[config.mk]
export PLATFORM = sky130hd
export DESIGN_NAME = lpc_ctrl
export DESIGN_NICKNAME = d
export VERILOG_FILES = /design/src/rtl/lpc_pkg.sv /design/src/rtl/lpc_sync.sv /design/src/rtl/lpc_fsm.sv /design/src/rtl/lpc_status.sv /design/src/rtl/lpc_ctrl.sv
export SDC_FILE = /design/constraint.sdc
export NUM_CORES = 1
export LEC_CHECK = 0
export BUFFER_PORTS_ARGS = -buffer_cell sky130_fd_sc_hd__buf_2
export CORE_AREA = 3 3 43 61
export CTS_CLUSTER_DIAMETER = 200
export DETAILED_ROUTE_END_ITERATION = 6
export DIE_AREA = 0 0 46 64
export PLACE_DENSITY_LB_ADDON = 0.08
export SLEW_MARGIN = 20
export SYNTH_ARGS = -nofsm -noshare
export SYNTH_HDL_FRONTEND = slang
export SYNTH_SLANG_ARGS = --single-unit
[constraint.sdc]
create_clock -name clk -period 2.6 [get_ports clk]
set_clock_uncertainty 0.05 [all_clocks]
set_input_delay 0.39 -clock clk [delete_from_list [all_inputs] [get_ports clk]]
set_output_delay 0.39 -clock clk [all_outputs]
set_load 0.01 [all_outputs]
[src/rtl/lpc_pkg.sv]
package lpc_pkg;
  localparam int MODE_W = 2;
  localparam int SRC_W  = 3;
  localparam int SRC_IRQ = 0;
  localparam int SRC_EXT = 1;
  localparam int SRC_RTC = 2;

  typedef enum logic [MODE_W-1:0] {
    MODE_NONE  = 2'b00,
    MODE_SLEEP = 2'b01,
    MODE_STOP  = 2'b10,
    MODE_STBY  = 2'b11
  } lp_mode_e;

  typedef enum logic [2:0] {
    ST_RUN, ST_ENTER, ST_SLEEP, ST_STOP, ST_STBY, ST_HSI_WAIT, ST_RST
  } lp_state_e;

  // Sources that may end a given depth: low-speed sources always, irq only in sleep
  function automatic logic [SRC_W-1:0] wake_mask(lp_mode_e m);
    logic [SRC_W-1:0] msk;
    msk = '0;
    msk[SRC_EXT] = 1'b1;
    msk[SRC_RTC] = 1'b1;
    if (m == MODE_SLEEP) msk[SRC_IRQ] = 1'b1;
    return msk;
  endfunction
endpackage

[src/rtl/lpc_sync.sv]
module lpc_sync #(
  parameter int WIDTH  = 2,
  parameter int STAGES = 2
) (
  input  logic             clk,
  input  logic             rst,
  input  logic [WIDTH-1:0] d,
  output logic [WIDTH-1:0] q
);
  logic [WIDTH-1:0] stg [STAGES];

  always_ff @(posedge clk) begin
    if (rst) stg[0] <= '0;
    else     stg[0] <= d;
  end

  for (genvar i = 1; i < STAGES; i++) begin : g_stage
    always_ff @(posedge clk) begin
      if (rst) stg[i] <= '0;
      else     stg[i] <= stg[i-1];
    end
  end

  assign q = stg[STAGES-1];
endmodule

[src/rtl/lpc_fsm.sv]
module lpc_fsm
  import lpc_pkg::*;
(
  input  logic              clk,
  input  logic              rst,
  input  logic [MODE_W-1:0] mode_req,
  input  logic              wfi,
  input  logic [SRC_W-1:0]  wake,
  input  logic              hsi_rdy,
  input  logic              osc_restore,
  output logic              cpu_clk_en,
  output logic              hsi_en,
  output logic              hse_en,
  output logic              pll_en,
  output logic              reg_en,
  output logic              retain,
  output logic              sys_rst_req,
  output logic              hsi_wait,
  output logic              stby_enter,
  output logic              exit_vld,
  output logic [MODE_W-1:0] exit_mode,
  output logic [SRC_W-1:0]  exit_src
);
  lp_state_e        st_q, st_d;
  lp_mode_e         mode_q, mode_d;
  logic [SRC_W-1:0] src_q, src_d, hit;
  logic             osc_off_d;

  always_comb begin
    st_d      = st_q;
    mode_d    = mode_q;
    src_d     = src_q;
    exit_vld  = 1'b0;
    exit_src  = src_q;
    hit       = wake & wake_mask(mode_q);
    unique case (st_q)
      ST_RUN: if (wfi && mode_req != MODE_NONE) begin
        st_d   = ST_ENTER;
        mode_d = lp_mode_e'(mode_req);
      end
      ST_ENTER: begin
        if (|hit)                    st_d = ST_RUN;
        else if (mode_q == MODE_SLEEP) st_d = ST_SLEEP;
        else if (mode_q == MODE_STOP)  st_d = ST_STOP;
        else                           st_d = ST_STBY;
      end
      ST_SLEEP: if (|hit) begin
        st_d     = ST_RUN;
        exit_vld = 1'b1;
        exit_src = hit;
      end
      ST_STOP: if (|hit) begin
        st_d  = ST_HSI_WAIT;
        src_d = hit;
      end
      ST_HSI_WAIT: if (hsi_rdy) begin
        st_d     = ST_RUN;
        exit_vld = 1'b1;
      end
      ST_STBY: if (|hit) begin
        st_d  = ST_RST;
        src_d = hit;
      end
      ST_RST: begin
        st_d     = ST_RUN;
        exit_vld = 1'b1;
      end
      default: st_d = ST_RUN;
    endcase
  end

  assign exit_mode  = mode_q;
  assign hsi_wait   = (st_q == ST_HSI_WAIT);
  assign stby_enter = (st_q == ST_ENTER) && (st_d == ST_STBY);
  assign osc_off_d  = (st_d == ST_STOP) || (st_d == ST_STBY);

  always_ff @(posedge clk) begin
    if (rst) begin
      st_q        <= ST_RUN;
      mode_q      <= MODE_NONE;
      src_q       <= '0;
      cpu_clk_en  <= 1'b1;
      hsi_en      <= 1'b1;
      hse_en      <= 1'b0;
      pll_en      <= 1'b0;
      reg_en      <= 1'b1;
      retain      <= 1'b1;
      sys_rst_req <= 1'b0;
    end else begin
      st_q        <= st_d;
      mode_q      <= mode_d;
      src_q       <= src_d;
      cpu_clk_en  <= (st_d == ST_RUN) || (st_d == ST_ENTER);
      hsi_en      <= !osc_off_d;
      reg_en      <= (st_d != ST_STBY);
      retain      <= !((st_d == ST_STBY) || (st_d == ST_RST));
      sys_rst_req <= (st_d == ST_RST);
      if (osc_off_d) begin
        hse_en <= 1'b0;
        pll_en <= 1'b0;
      end else if (osc_restore && st_q == ST_RUN && st_d == ST_RUN) begin
        hse_en <= 1'b1;
        pll_en <= 1'b1;
      end
    end
  end
endmodule

[src/rtl/lpc_status.sv]
module lpc_status
  import lpc_pkg::*;
(
  input  logic              clk,
  input  logic              rst,
  input  logic              exit_vld,
  input  logic [MODE_W-1:0] exit_mode,
  input  logic [SRC_W-1:0]  exit_src,
  input  logic              stby_enter,
  input  logic              sts_clr,
  output logic [MODE_W-1:0] sts_mode,
  output logic [SRC_W-1:0]  sts_src,
  output logic              stby_flag
);
  always_ff @(posedge clk) begin
    if (rst) begin
      sts_mode  <= '0;
      sts_src   <= '0;
      stby_flag <= 1'b0;
    end else begin
      if (exit_vld) begin
        sts_mode <= exit_mode;
        sts_src  <= exit_src;
      end else if (sts_clr) begin
        sts_mode <= '0;
        sts_src  <= '0;
      end
      if (stby_enter)   stby_flag <= 1'b1;
      else if (sts_clr) stby_flag <= 1'b0;
    end
  end
endmodule

[src/rtl/lpc_ctrl.sv]
module lpc_ctrl
  import lpc_pkg::*;
#(
  parameter int SYNC_STAGES = 2
) (
  input  logic              clk,
  input  logic              rst,
  input  logic [MODE_W-1:0] mode_req,
  input  logic              wfi,
  input  logic              irq,
  input  logic              ext_evt,
  input  logic              rtc_evt,
  input  logic              hsi_rdy,
  input  logic              osc_restore,
  input  logic              sts_clr,
  output logic              cpu_clk_en,
  output logic              hsi_en,
  output logic              hse_en,
  output logic              pll_en,
  output logic              clk_sel_pll,
  output logic              reg_en,
  output logic              retain,
  output logic              sys_rst_req,
  output logic [MODE_W-1:0] sts_mode,
  output logic [SRC_W-1:0]  sts_src,
  output logic              stby_flag
);
  localparam int LS_W = SRC_W - 1;

  logic [LS_W-1:0]   ls_sync;
  logic [SRC_W-1:0]  wake;
  logic              hsi_wait, stby_enter, exit_vld;
  logic [MODE_W-1:0] exit_mode;
  logic [SRC_W-1:0]  exit_src;

  lpc_sync #(.WIDTH(LS_W), .STAGES(SYNC_STAGES)) u_sync (
    .clk (clk),
    .rst (rst),
    .d   ({rtc_evt, ext_evt}),
    .q   (ls_sync)
  );

  always_comb begin
    wake          = '0;
    wake[SRC_IRQ] = irq;
    wake[SRC_EXT] = ls_sync[0];
    wake[SRC_RTC] = ls_sync[1];
  end

  lpc_fsm u_fsm (
    .clk         (clk),
    .rst         (rst),
    .mode_req    (mode_req),
    .wfi         (wfi),
    .wake        (wake),
    .hsi_rdy     (hsi_rdy),
    .osc_restore (osc_restore),
    .cpu_clk_en  (cpu_clk_en),
    .hsi_en      (hsi_en),
    .hse_en      (hse_en),
    .pll_en      (pll_en),
    .reg_en      (reg_en),
    .retain      (retain),
    .sys_rst_req (sys_rst_req),
    .hsi_wait    (hsi_wait),
    .stby_enter  (stby_enter),
    .exit_vld    (exit_vld),
    .exit_mode   (exit_mode),
    .exit_src    (exit_src)
  );

  // PLL is selected only while it is enabled, so any stop or standby exit lands on the internal oscillator
  assign clk_sel_pll = pll_en;

  lpc_status u_status (
    .clk        (clk),
    .rst        (rst),
    .exit_vld   (exit_vld),
    .exit_mode  (exit_mode),
    .exit_src   (exit_src),
    .stby_enter (stby_enter),
    .sts_clr    (sts_clr),
    .sts_mode   (sts_mode),
    .sts_src    (sts_src),
    .stby_flag  (stby_flag)
  );
endmodule

# Word-level counts from Yosys, hierarchy flattened
# Memory sizes are Yosys's and may differ from the RTL's.
# Cells that the tools add are included.
[word_totals]
register_bits = 20
wordCells = 73
output_inout_bits = 14
n_memories = 1
ramBits = 4
[op_classes]
n_mux = 26
n_eq_ne = 13
reduce_logical = 18
bitwise = 3
[memory_table]
columns = ["memory", "words", "width", "read_ports", "rd_ports_with_merged_regs", "wr", "line", "source"]
rows = [
  ["u_sync.stg", 2, 2, 2, 0, 2, "lpc_sync.sv:10", "logic [WIDTH-1:0] stg [STAGES];"],
]
[ops]
columns = ["op", "n"]
rows = [
  ["$mux W3", 12],
  ["$pmux W3 S6", 1],
  ["$eq A3 B3 Y1 const B", 5],
  ["$eq A3 B2 Y1 const B", 3],
  ["$mux W1", 8],
  ["$mux W2", 4],
  ["$eq A3 B1 Y1 const B", 2],
  ["$logic_not A3 Y1", 2],
  ["$reduce_bool A2 Y1", 3],
  ["$logic_and A1 B1 Y1", 4],
  ["$reduce_or A2 Y1", 2],
  ["$and A3 B3 Y3", 1],
  ["$logic_or A1 B1 Y1", 3],
  ["$ne A3 B3 Y1 const B", 1],
  ["$pmux W1 S3", 1],
  ["$reduce_or A3 Y1", 1],
  ["$eq A2 B1 Y1 const B", 1],
  ["$eq A2 B2 Y1 const B", 1],
  ["$logic_not A1 Y1", 2],
  ["$or A1 B1 Y1", 2],
  ["$reduce_and A2 Y1", 1],
]

# Longest topological paths before layout
# Gate-level depths: netlist of the first run.
[logic_depth]
word_depth = 9
depth_mapped = 8
depth_no_buf = 7

# Modules after synthesis
# Synthesis of the first run repeated with hierarchy kept, for this count alone.
[unflattened]
hier_cells = 120
hier_area_um2 = 1107.3
[modules_own_cells]
columns = ["module", "cells_each", "seq_area_each_um2", "n_inst", "area_each_um2"]
rows = [
  ["lpc_fsm", 86, 280.3, 1, 760.7],
  ["lpc_status", 25, 120.1, 1, 234.0],
  ["lpc_sync", 8, 80.1, 1, 105.1],
  ["lpc_ctrl", 1, 0.0, 1, 7.5],
]

# Worst setup path after synthesis of the first run
# Ideal clock, no wire load.
[synth_timing]
kind = "register -> register"
from = "register u_fsm.mode_q[1] (netlist: u_fsm.exit_mode[1])"
to = "register u_fsm.reg_en"
path_slack_ns = 0.666
required_ns = 2.430
arrival_time_ns = 1.764
path_stages_with_launch = 9
cell_sequence = "dfxtp_1 > inv_1 > ha_1 > a211oi_2 > nand4b_1 > o211a_1 > or3_1 > buf_2 > or2_1"
[synth_between]
elab_chain_len = 7
[synth_rtl]
columns = ["item", "line", "source"]
rows = [
  ["start, declared", "lpc_fsm.sv:25", "lp_mode_e mode_q, mode_d;"],
  ["start signal, assigned", "lpc_fsm.sv:91", "mode_q <= mode_d;"],
  ["$eq A2 B1 Y1", "lpc_pkg.sv:25, lpc_fsm.sv:43", ""],
  ["$mux W1", "lpc_pkg.sv:25", "if (m == MODE_SLEEP) msk[SRC_IRQ] = 1'b1;"],
  ["$and A3 B3 Y3", "lpc_fsm.sv:35", "hit = wake & wake_mask(mode_q);"],
  ["$reduce_or A3 Y1", "--", ""],
  ["$mux W3 (on tied branches)", "--", ""],
  ["$pmux W3 S6 *", "lpc_fsm.sv:36", "unique case (st_q)"],
  ["$ne A3 B3 Y1 *", "lpc_fsm.sv:95", "reg_en <= (st_d != ST_STBY);"],
  ["end signal, assigned", "lpc_fsm.sv:95", ""],
  ["end, declared", "lpc_fsm.sv:15", "output logic reg_en,"],
]
# Mark *: on every way between the ends. The rest lies on a longest branch, timed or not.
# A chain may end at the register's enable or synchronous reset.

# Worst setup path after layout of the first run
[layout_timing]
from = "register u_fsm.st_q[1]"
to = "register u_fsm.reg_en"
[layout_between]
elab_chain_len = 3
[layout_rtl]
columns = ["item", "line", "source"]
rows = [
  ["start, declared", "lpc_fsm.sv:24", "lp_state_e st_q, st_d;"],
  ["start signal, assigned", "lpc_fsm.sv:90", "st_q <= st_d;"],
  ["$eq A3 B3 Y1, or another cell as far along", "lpc_fsm.sv:36", ""],
  ["$pmux W3 S6 *", "lpc_fsm.sv:36", ""],
  ["$ne A3 B3 Y1 *", "lpc_fsm.sv:95", ""],
]
# Marks and branches as above.

==> impl_metrics.env, run 1 <==
export IMPL_status="finished clean"
export IMPL_comb_power_share_pct=15.0
export IMPL_netlist_area_um2=1080
export IMPL_drive_gt1_share_pct=25.9
export IMPL_clkSlewWorstSetupHoldPaths_ps=120
export IMPL_crit_required_ps=2770
export IMPL_drtPass1Iterations=4
export IMPL_routedWlPerCell_um=13.2
export IMPL_start_util_pct=50.1
export IMPL_ys_warn_count=0
export IMPL_cts_tree="done"
export IMPL_worstSetupPathType="flop to flop"
export IMPL_clkLatencyLatePin_ps=310
export IMPL_path_max_fanout=11
export IMPL_dieArea_um2=2940
export IMPL_p_leak_nw=0.479
export IMPL_synth_cell_types=37
export IMPL_clockBufferDepth=2
export IMPL_antenna_cells=0
export IMPL_max_cap_violations=0
export IMPL_cts_buffers=3
export IMPL_period_needed_ps=2120
export IMPL_fmax_mhz=473
export IMPL_cts_sinks=24
export IMPL_dpl_instance_area_um2=1180
export IMPL_grt_antenna_before_repair=0
export IMPL_synthesis_nets=133
export IMPL_multi_input_area_um2=541
export IMPL_rsz0062_at_grt="false"
export IMPL_grt_pass1_wl_um=3410
export IMPL_fin_crit_sh_pct=81.4
export IMPL_hold_buffers=0
export IMPL_dr_first_iter_drc_count=22
export IMPL_critical_path_startpoint_type="flop"
export IMPL_place_congestion=0.774
export IMPL_remaining_drc_errors=0
export IMPL_cts_setup_buffers=0
export IMPL_tightest_slew_ps=694
export IMPL_dpl_cell_count=157
export IMPL_grt_busiest_layer="met2"
export IMPL_use_met2_pct=23.4
export IMPL_port_buffers=24
export IMPL_powerDensity_nw_per_um2=576
export IMPL_hold_viol=0
export IMPL_p_sw_share_pct=26.1
export IMPL_clock_power_share_pct=27.5
export IMPL_relSlewSlack_pct=53.3
export IMPL_fillers=205
export IMPL_area_growth_pct=12.9
export IMPL_fin_ws_ps=484
export IMPL_ir_drop_v=0.000482
export IMPL_syn_area_per_cell_um2=8.98
export IMPL_critPathCaptureType="flop"
export IMPL_finalSetupTns_ps=0
export IMPL_fin_hold_ws_ps=225
export IMPL_wl_um=2130
export IMPL_die_y_um=64
export IMPL_syn_inst=120
export IMPL_area_sequential_um2=480
export IMPL_die_w_um=46
export IMPL_hold_path_class="input port to flop"
export IMPL_vias=907
export IMPL_row_count=20
export IMPL_setup_viol=0
export IMPL_grt_max_degree=23
export IMPL_grt_ovfl_total=0
export IMPL_viasPerCell=5.63
export IMPL_grt_total_usage_pct=15.0
export IMPL_hpwl_um=1560
export IMPL_met3_usage_pct=1.69
export IMPL_pre_cts_slack_ps=537
export IMPL_grt_use_met1_pct=20.6
export IMPL_ctsResizeCount=0
export IMPL_seq_area_frac_synth_pct=44.6
export IMPL_finalInstanceArea_um2=1220
export IMPL_first_global_vias=814
export IMPL_cts_htree_levels=1
export IMPL_ios=25
export IMPL_core_um2=2150
export IMPL_arrival_ps=2280
export IMPL_power_switching_uw=183
export IMPL_pwr_share_seq_pct=57.5
export IMPL_cts_root_buffer_cell="clkbuf_4"
export IMPL_ant_nets=0
export IMPL_ys_seq_elements=24
export IMPL_finalNonFillerCells=161
export IMPL_drv_slew=0
export IMPL_internal_power_uw=517
export IMPL_fin_nets=153
## worst max-delay path, stage by stage (launching register included)
cell      delay [ps]
dfxtp_1          540
nand2b_1         290
o21ai_0          130
a221o_1          340
or3_1            440
or2_1            230
## cells in the final DEF, fill, tap and decap left out, types with 2 or more instances in the layout
master and n:
a21oi_1 9, or3b_2 5, o21ai_0 9, nor3b_1 2, inv_1 3, nand2_1 13, ha_1 2, clkbuf_4 3
nand2b_1 3, nor2b_1 6, a22o_1 3, dfxtp_1 24, mux2i_1 2, nor3_1 2, buf_2 24, nor2_1 9
## per-stage QoR
| step | util [%] | power (mW) |
|---|---|---|
| 6_report | 56.5 | 0.700 |
| 3_5_place_dp | 54.8 | 0.516 |
| 3_3_place_gp | 54.8 | 0.515 |
| 2_1_floorplan | - | 0.487 |
| 5_1_grt | 56.5 | 0.736 |
| 4_1_cts | 56.5 | 0.706 |
## cells in the mapped netlist
cell type / n / area [µm²]
a2111o_1: 1 / 11.3
a211oi_2: 1 / 12.5
a21o_1: 1 / 7.51
a21oi_1: 9 / 45.0
a221o_1: 1 / 10.0
a22o_1: 3 / 26.3
a31oi_1: 1 / 6.26
and2_0: 1 / 6.26
buf_2: 2 / 10.0
buf_4: 2 / 15.0
clkbuf_1: 4 / 15.0
clkbuf_2: 1 / 5.00
dfxtp_1: 24 / 480
ha_1: 2 / 25.0
inv_1: 3 / 11.3
mux2i_1: 2 / 20.0
nand2_1: 13 / 48.8
nand2b_1: 3 / 18.8
nand4b_1: 1 / 8.76
nor2_1: 9 / 33.8
nor2b_1: 6 / 37.5
nor3_1: 2 / 10.0
nor3b_1: 2 / 15.0
nor4_1: 1 / 6.26
nor4b_1: 1 / 8.76
o211a_1: 1 / 10.0
o21a_1: 1 / 7.51
o21ai_0: 9 / 45.0
o22a_1: 1 / 8.76
o22ai_2: 1 / 12.5
o32a_1: 1 / 10.0
o32ai_1: 1 / 8.76
o41ai_2: 1 / 16.3
or2_1: 1 / 6.26
or2b_1: 1 / 7.51
or3_1: 1 / 6.26
or3b_2: 5 / 43.8
## path summary, 6_finish.rpt
kind | from | to | slack [ps] | cells after the start
worst max-delay path | u_fsm.st_q[1] | u_fsm.reg_en | 480 | 5
worst min-delay path | rtc_evt | u_sync.stg[0][1] | 220 | 2
worst max register to register | u_fsm.st_q[1] | u_fsm.reg_en | 480 | 5
worst min register to register | u_sync.stg[0][1] | u_sync.stg[1][1] | 400 | 1
## power by group through the flow
stage | Clock [mW] | Combinational, mW | Sequential (mW)
floorplan | 0 | 0.0808 | 0.406
global placement | 0 | 0.104 | 0.410
detailed placement | 0 | 0.105 | 0.411
CTS | 0.198 | 0.106 | 0.403
global route | 0.212 | 0.118 | 0.406
finish | 0.192 | 0.105 | 0.403
## logic make-up after synthesis
logic type,count (synthesis),synth area share (%)
AND/OR/NAND/NOR,47,23.9
AO/OA/AOI/OAI,33,22.1
flip-flops,24,44.6
buffers and inverters,12,5.23
multiplexers,2,1.86
adder cells (fa/ha/maj),2,2.32
## flip-flops by register name (all words and copies together) (netlist names)
signal and flops:
u_fsm.st_q 3, u_fsm.retain 1, u_fsm.hse_en 1, u_status.sts_mode 2, u_status.stby_flag 1, u_fsm.sys_rst_req 1, u_fsm.exit_mode 2, u_fsm.cpu_clk_en 1
u_fsm.hsi_en 1, u_fsm.reg_en 1, u_fsm.src_q 3, u_sync.stg 4, u_status.sts_src 3
## final cells by class
class	count	area share, %
inverters	3	0.926
flip-flops and latches	24	39.5
clock buffers	4	2.98
well taps	22	2.26
multi-input cells	84	44.4
repair buffers	24	9.88
## routing by layer
layer,vias up,part of all wire (%)
met2,25,48
met3,5,4.0
met1,418,46
met4,0,1.8
li1,459,-
met5,-,0
Power figures use the tool's default switching activity.
==> run 2: changes to the inputs <==
- clock period: 2.6 -> 2.1 ns (I/O delays scaled with it)
==> run 2 against run 1 <==
Net effect:
- final area grew 7.6%
- worst setup slack lost 370 ps
- clock power grew 76%
- utilization grew 4.3 points
- first-iteration DRC count shrank 41%
==> impl_metrics.env, run 2 (same netlist as run 1, synthesis figures left out) <==
export IMPL_status="finished clean"
export IMPL_grt_antenna_before_repair=0
export IMPL_grt_max_degree=23
export IMPL_viasPerCell=5.69
export IMPL_crit_start="u_fsm.exit_mode[1]"
export IMPL_arrival_ps=2160
export IMPL_first_global_vias=827
export IMPL_path_max_fanout=5
export IMPL_hold_viol=0
export IMPL_timing_rr_start="u_fsm.exit_mode[1]"
export IMPL_fin_crit_sh_pct=94.4
export IMPL_ant_nets=0
export IMPL_crit_required_ps=2280
export IMPL_wl_um=2300
export IMPL_dr_first_iter_drc_count=13
export IMPL_grt_ovfl_total=0
export IMPL_core_um2=2150
export IMPL_grt_pass1_wl_um=3720
export IMPL_antenna_cells=0
export IMPL_hold_path_class="input port to flop"
export IMPL_place_congestion=0.769
export IMPL_fin_nets=160
export IMPL_clkLatencyLatePin_ps=320
export IMPL_port_buffers=24
export IMPL_fin_util_pct=60.8
export IMPL_cts_root_buffer_cell="clkbuf_4"
export IMPL_largest_reg_flops=4
export IMPL_multi_input_area_um2=563
export IMPL_ir_drop_v=0.000538
export IMPL_ios=25
export IMPL_drv_slew=0
export IMPL_cts_sinks=24
export IMPL_routedWlPerCell_um=13.7
export IMPL_period_needed_ps=1980
export IMPL_reg2reg_slack_ps=120
export IMPL_drive_gt1_share_pct=31.5
export IMPL_remaining_drc_errors=0
export IMPL_hold_buffers=0
export IMPL_start_util_pct=50.1
export IMPL_area_growth_pct=21.5
export IMPL_grt_total_usage_pct=17.3
export IMPL_crit_end="u_fsm.reg_en"
export IMPL_p_leak_nw=0.523
export IMPL_max_cap_violations=0
export IMPL_critPathCaptureType="flop"
export IMPL_fillers=197
export IMPL_cts_tree="done"
export IMPL_cts_htree_levels=1
export IMPL_powerDensity_nw_per_um2=759
export IMPL_clkSlewWorstSetupHoldPaths_ps=140
export IMPL_die_w_um=46
export IMPL_finalSetupTns_ps=0
export IMPL_fmax_mhz=504
export IMPL_area_sequential_um2=482
export IMPL_row_count=20
export IMPL_cts_buffers=3
export IMPL_final_cell_mix="buf_2, dfxtp_1, nand2_1"
export IMPL_tightest_slew_ps=581
export IMPL_regMostFlops="u_sync.stg"
export IMPL_clockBufferDepth=2
export IMPL_final_common_cell="buf_2"
export IMPL_reg2reg_to="u_fsm.reg_en"
export IMPL_worstRegToRegCells=7
export IMPL_drtPass1Iterations=4
export IMPL_relSlewSlack_pct=61.2
export IMPL_dieArea_um2=2940
export IMPL_vias=956
export IMPL_critical_path_startpoint_type="flop"
export IMPL_worstSetupPathType="flop to flop"
export IMPL_die_y_um=64
export IMPL_setup_viol=0
export IMPL_hpwl_um=1600
-- run 2: cell types whose count changed in the layout (fill, tap and decap cells not counted), sizes merged --
cell and delta:
bufinv +1, buf +7, clkbuf -1
-- run 2: through the flow --
step | total power, mW | std cells | area [µm²] | setup WS (ps) | hold WS (ps)
after CTS | 0.991 | 166 | 1280 | 7.96 | 141
after floorplan | 0.603 | 120 | 1080 | 166 | 337
after global placement | 0.651 | 162 | 1220 | 105 | 369
final | 0.994 | 168 | 1310 | 118 | 145
after detailed placement | 0.652 | 162 | 1220 | 31.4 | 377
after global routing | 1.05 | 168 | 1310 | -7.90 | 137
-- run 2: per-layer routing --
metal	GRT usage, %	vias up	routed length, µm
met5	0	-	0
met4	10.7	0	36
met3	4.23	4	116
met2	25.3	27	1190
met1	21.8	452	956
li1	-	473	-
-- run 2: repair_timing --
action / in CTS / in global routing
setup buffers: 0 / 2
pin swaps: 0 / 1
endpoints found under the setup margin: 3 / 9
resized for setup: 1 / 4
-- run 2: final cells by class --
class                           instances  share of cell area, %
Timing Repair Buffer                   31                   13.2
Sequential cell                        24                   36.8
Inverter                                3                  0.860
Tap cell                               22                   2.10
Multi-Input combinational cell         84                   43.0
Clock inverter                          1                   2.29
Clock buffer                            3                   1.72
-- run 2: power breakdown --
group	internal, mW	switching, mW	leakage [nW]
logic	0.0765	0.0818	0.300
registers	0.477	0.0216	0.196
clock network	0.193	0.144	0.0279
-- run 2: how the worst min path moves through the flow --
stage                           startpoint                to  slack, ps  cells past startpoint
final                              rtc_evt  u_sync.stg[0][1]        140                      2
after global routing               rtc_evt  u_sync.stg[0][1]        140                      2
after CTS                          rtc_evt  u_sync.stg[0][1]        140                      2
after detailed placement  u_sync.stg[0][0]  u_sync.stg[1][0]        380                      1
after global placement    u_sync.stg[0][0]  u_sync.stg[1][0]        370                      1
after floorplan                        rst  u_sync.stg[1][1]        340                      1
-- run 2: critical path, stage by stage, from the launching register on --
cell      delay, ps
dfxtp_2         380
inv_1            50
ha_2            200
a211oi_4        330
nand4b_1        140
o211a_1         170
or3_4           370
or2_1           210
==> run 3: changes to the inputs <==
- CORE_AREA: 3 3 43 61 -> 3 3 44 61
- DIE_AREA: 0 0 46 64 -> 0 0 47 64
- SYNTH_HIERARCHICAL: not set -> 1
==> run 3 against run 2 <==
Net effect:
- utilization shrank 0.19 points
- count of clock-buffer cells in the layout is the same
- synthesized area grew 2.8%
- worst hold slack gained 5.1 ps
- cell count grew 1.8%
- worst setup slack gained 13 ps
- critical endpoint is now u_status/sts_src[2]
==> impl_metrics.env, run 3 <==
export IMPL_ys_seq_elements=24
export IMPL_reg2reg_slack_ps=130
export IMPL_antenna_cells=0
export IMPL_ant_nets=0
export IMPL_fin_hold_ws_ps=150
export IMPL_pre_cts_slack_ps=69.2
export IMPL_fin_crit_sh_pct=93.8
export IMPL_grt_total_usage_pct=16.1
export IMPL_regMostFlops="u_sync/stg"
export IMPL_total_power_mw=1.02
export IMPL_drtPass1Iterations=5
export IMPL_synthMostInstantiatedCell="dfxtp_1"
export IMPL_synth_cell_types=39
export IMPL_die_y_um=64
export IMPL_drv_slew=0
export IMPL_dpl_cell_count=166
export IMPL_hpwl_um=1630
export IMPL_die_w_um=47
export IMPL_path_max_fanout=8
export IMPL_area_growth_pct=20.6
export IMPL_finalSetupTns_ps=0
export IMPL_yosysTopAreaCellShare_pct=43.4
export IMPL_grt_max_degree=25
export IMPL_remaining_drc_errors=0
export IMPL_status="finished clean"
export IMPL_fin_ws_ps=131
export IMPL_critPathCaptureType="flop"
export IMPL_synthesis_nets=133
export IMPL_hold_viol=0
export IMPL_vias=923
export IMPL_tightest_slew_ps=415
export IMPL_routedWlPerCell_um=12.8
export IMPL_seq_area_frac_synth_pct=43.4
export IMPL_clkLatencyLatePin_ps=320
export IMPL_cts_tree="done"
export IMPL_final_common_cell="buf_2"
export IMPL_yosys_area_top_type="dfxtp_1"
export IMPL_cpPeakStageDelay_ps=380
export IMPL_cts_buffers=3
export IMPL_finalNonFillerCells=171
export IMPL_powerDensity_nw_per_um2=762
export IMPL_cts_root_buffer_cell="clkbuf_4"
export IMPL_synth_common_cells="dfxtp_1, nand2_1, a21oi_1"
export IMPL_grt_antenna_before_repair=0
export IMPL_synth_edf_count=0
export IMPL_drive_gt1_share_pct=32.9
export IMPL_crit_required_ps=2310
export IMPL_core_um2=2200
export IMPL_wl_um=2190
export IMPL_grt_pass1_wl_um=3580
export IMPL_hold_buffers=0
export IMPL_path_buf_inv=0
export IMPL_dieArea_um2=3010
export IMPL_setup_viol=0
export IMPL_worstSetupPathType="flop to flop"
export IMPL_ios=25
export IMPL_start_util_pct=50.3
export IMPL_row_count=20
export IMPL_netlist_area_um2=1110
export IMPL_crit_slowest_cell="or3b_1"
export IMPL_viasPerCell=5.40
export IMPL_max_cap_violations=0
export IMPL_syn_inst=120
export IMPL_hold_path_class="input port to flop"
export IMPL_place_congestion=0.816
export IMPL_port_buffers=24
export IMPL_critical_path_startpoint_type="flop"
export IMPL_finalInstanceArea_um2=1340
export IMPL_clockBufferDepth=2
export IMPL_cts_sinks=24
export IMPL_cts_htree_levels=1
export IMPL_ys_warn_count=6
export IMPL_syn_area_per_cell_um2=9.23
export IMPL_synth_flop_cell="dfxtp_1"
export IMPL_fin_util_pct=60.6
export IMPL_rsz0062_at_grt="false"
export IMPL_fmax_mhz=508
export IMPL_async_flop_share_pct=0
export IMPL_ir_drop_v=0.000558
export IMPL_fin_nets=163
export IMPL_grt_ovfl_total=0
export IMPL_p_leak_nw=0.532
export IMPL_synthTopCellsByArea="dfxtp_1, a21oi_1, nand2_1, nor2b_1, or3b_1"
export IMPL_crit_chain="ha_2 > a211oi_4 > nand2b_2 > a32o_2 > or3b_1 > a21oi_1"
export IMPL_path_delay_family="compound AO/OA/AOI/OAI gates"
export IMPL_first_global_vias=831
export IMPL_dpl_instance_area_um2=1260
export IMPL_final_cell_mix="buf_2, dfxtp_1, nand2_1"
export IMPL_largest_reg_flops=4
export IMPL_dr_first_iter_drc_count=17
export IMPL_relSlewSlack_pct=72.3
export IMPL_arrival_ps=2180
export IMPL_clkSlewWorstSetupHoldPaths_ps=130
export IMPL_period_needed_ps=1970
==> run 3: worst paths after layout <==
kind                       from                   to  depth (start not counted)
max          u_fsm/exit_mode[0]  u_status/sts_src[2]                          6
min                     rtc_evt     u_sync/stg[0][1]                          2
max reg2reg  u_fsm/exit_mode[0]  u_status/sts_src[2]                          6
min reg2reg    u_sync/stg[0][1]     u_sync/stg[1][1]                          1
==> run 3: logic make-up (layout without fill, tap and decap cells) <==
group,after synthesis,after routing,share of synthesized area [%]
AOI/OAI and AO/OA,29,29,19.3
buffers and inverters,12,41,6.33
muxes,2,2,1.81
DFF,24,24,43.4
adders and majority gates,2,2,2.26
and+or+nand+nor,51,51,26.9
==> run 3: cell type report <==
cell class	count	area, µm²
Clock buffer	3	22.5
Clock inverter	1	30.0
Fill cell	206	867
Inverter	5	18.8
Multi-Input combinational cell	84	574
Sequential cell	24	482
Tap cell	22	27.5
Timing Repair Buffer	32	180
==> run 3: routing by layer <==
metal  share of wire, %  track usage (%)  wire length [µm]  vias to the layer above
li1                   -                -                 -                      473
met1                 43             19.6               937                      411
met2                 51             26.5              1110                       35
met3                5.0             3.38               109                        4
met4                1.7             6.23                38                        0
met5                  0                0                 0                        -
==> run 3: worst reg2reg max path, delay by kind of cell (launching register included) <==
kind,cells,cell delay [ps]
and+or+nand+nor,2,480
DFF,1,360
AOI/OAI and AO/OA,3,810
adders and majority gates,1,220
==> run 3: report_power, final <==
part           internal, mW  switching [mW]  total [mW]
clock                 0.193           0.139       0.332
combinational        0.0870          0.0941       0.181
sequential            0.480          0.0242       0.504
==> run 3: what timing repair did <==
| item | 4_1_cts | 5_1_grt |
|---|---|---|
| buffers inserted | 0 | 1 |
| endpoints found under the setup margin | 0 | 7 |
| hold endpoints to repair | 0 | 0 |
| gates resized for setup | 0 | 6 |
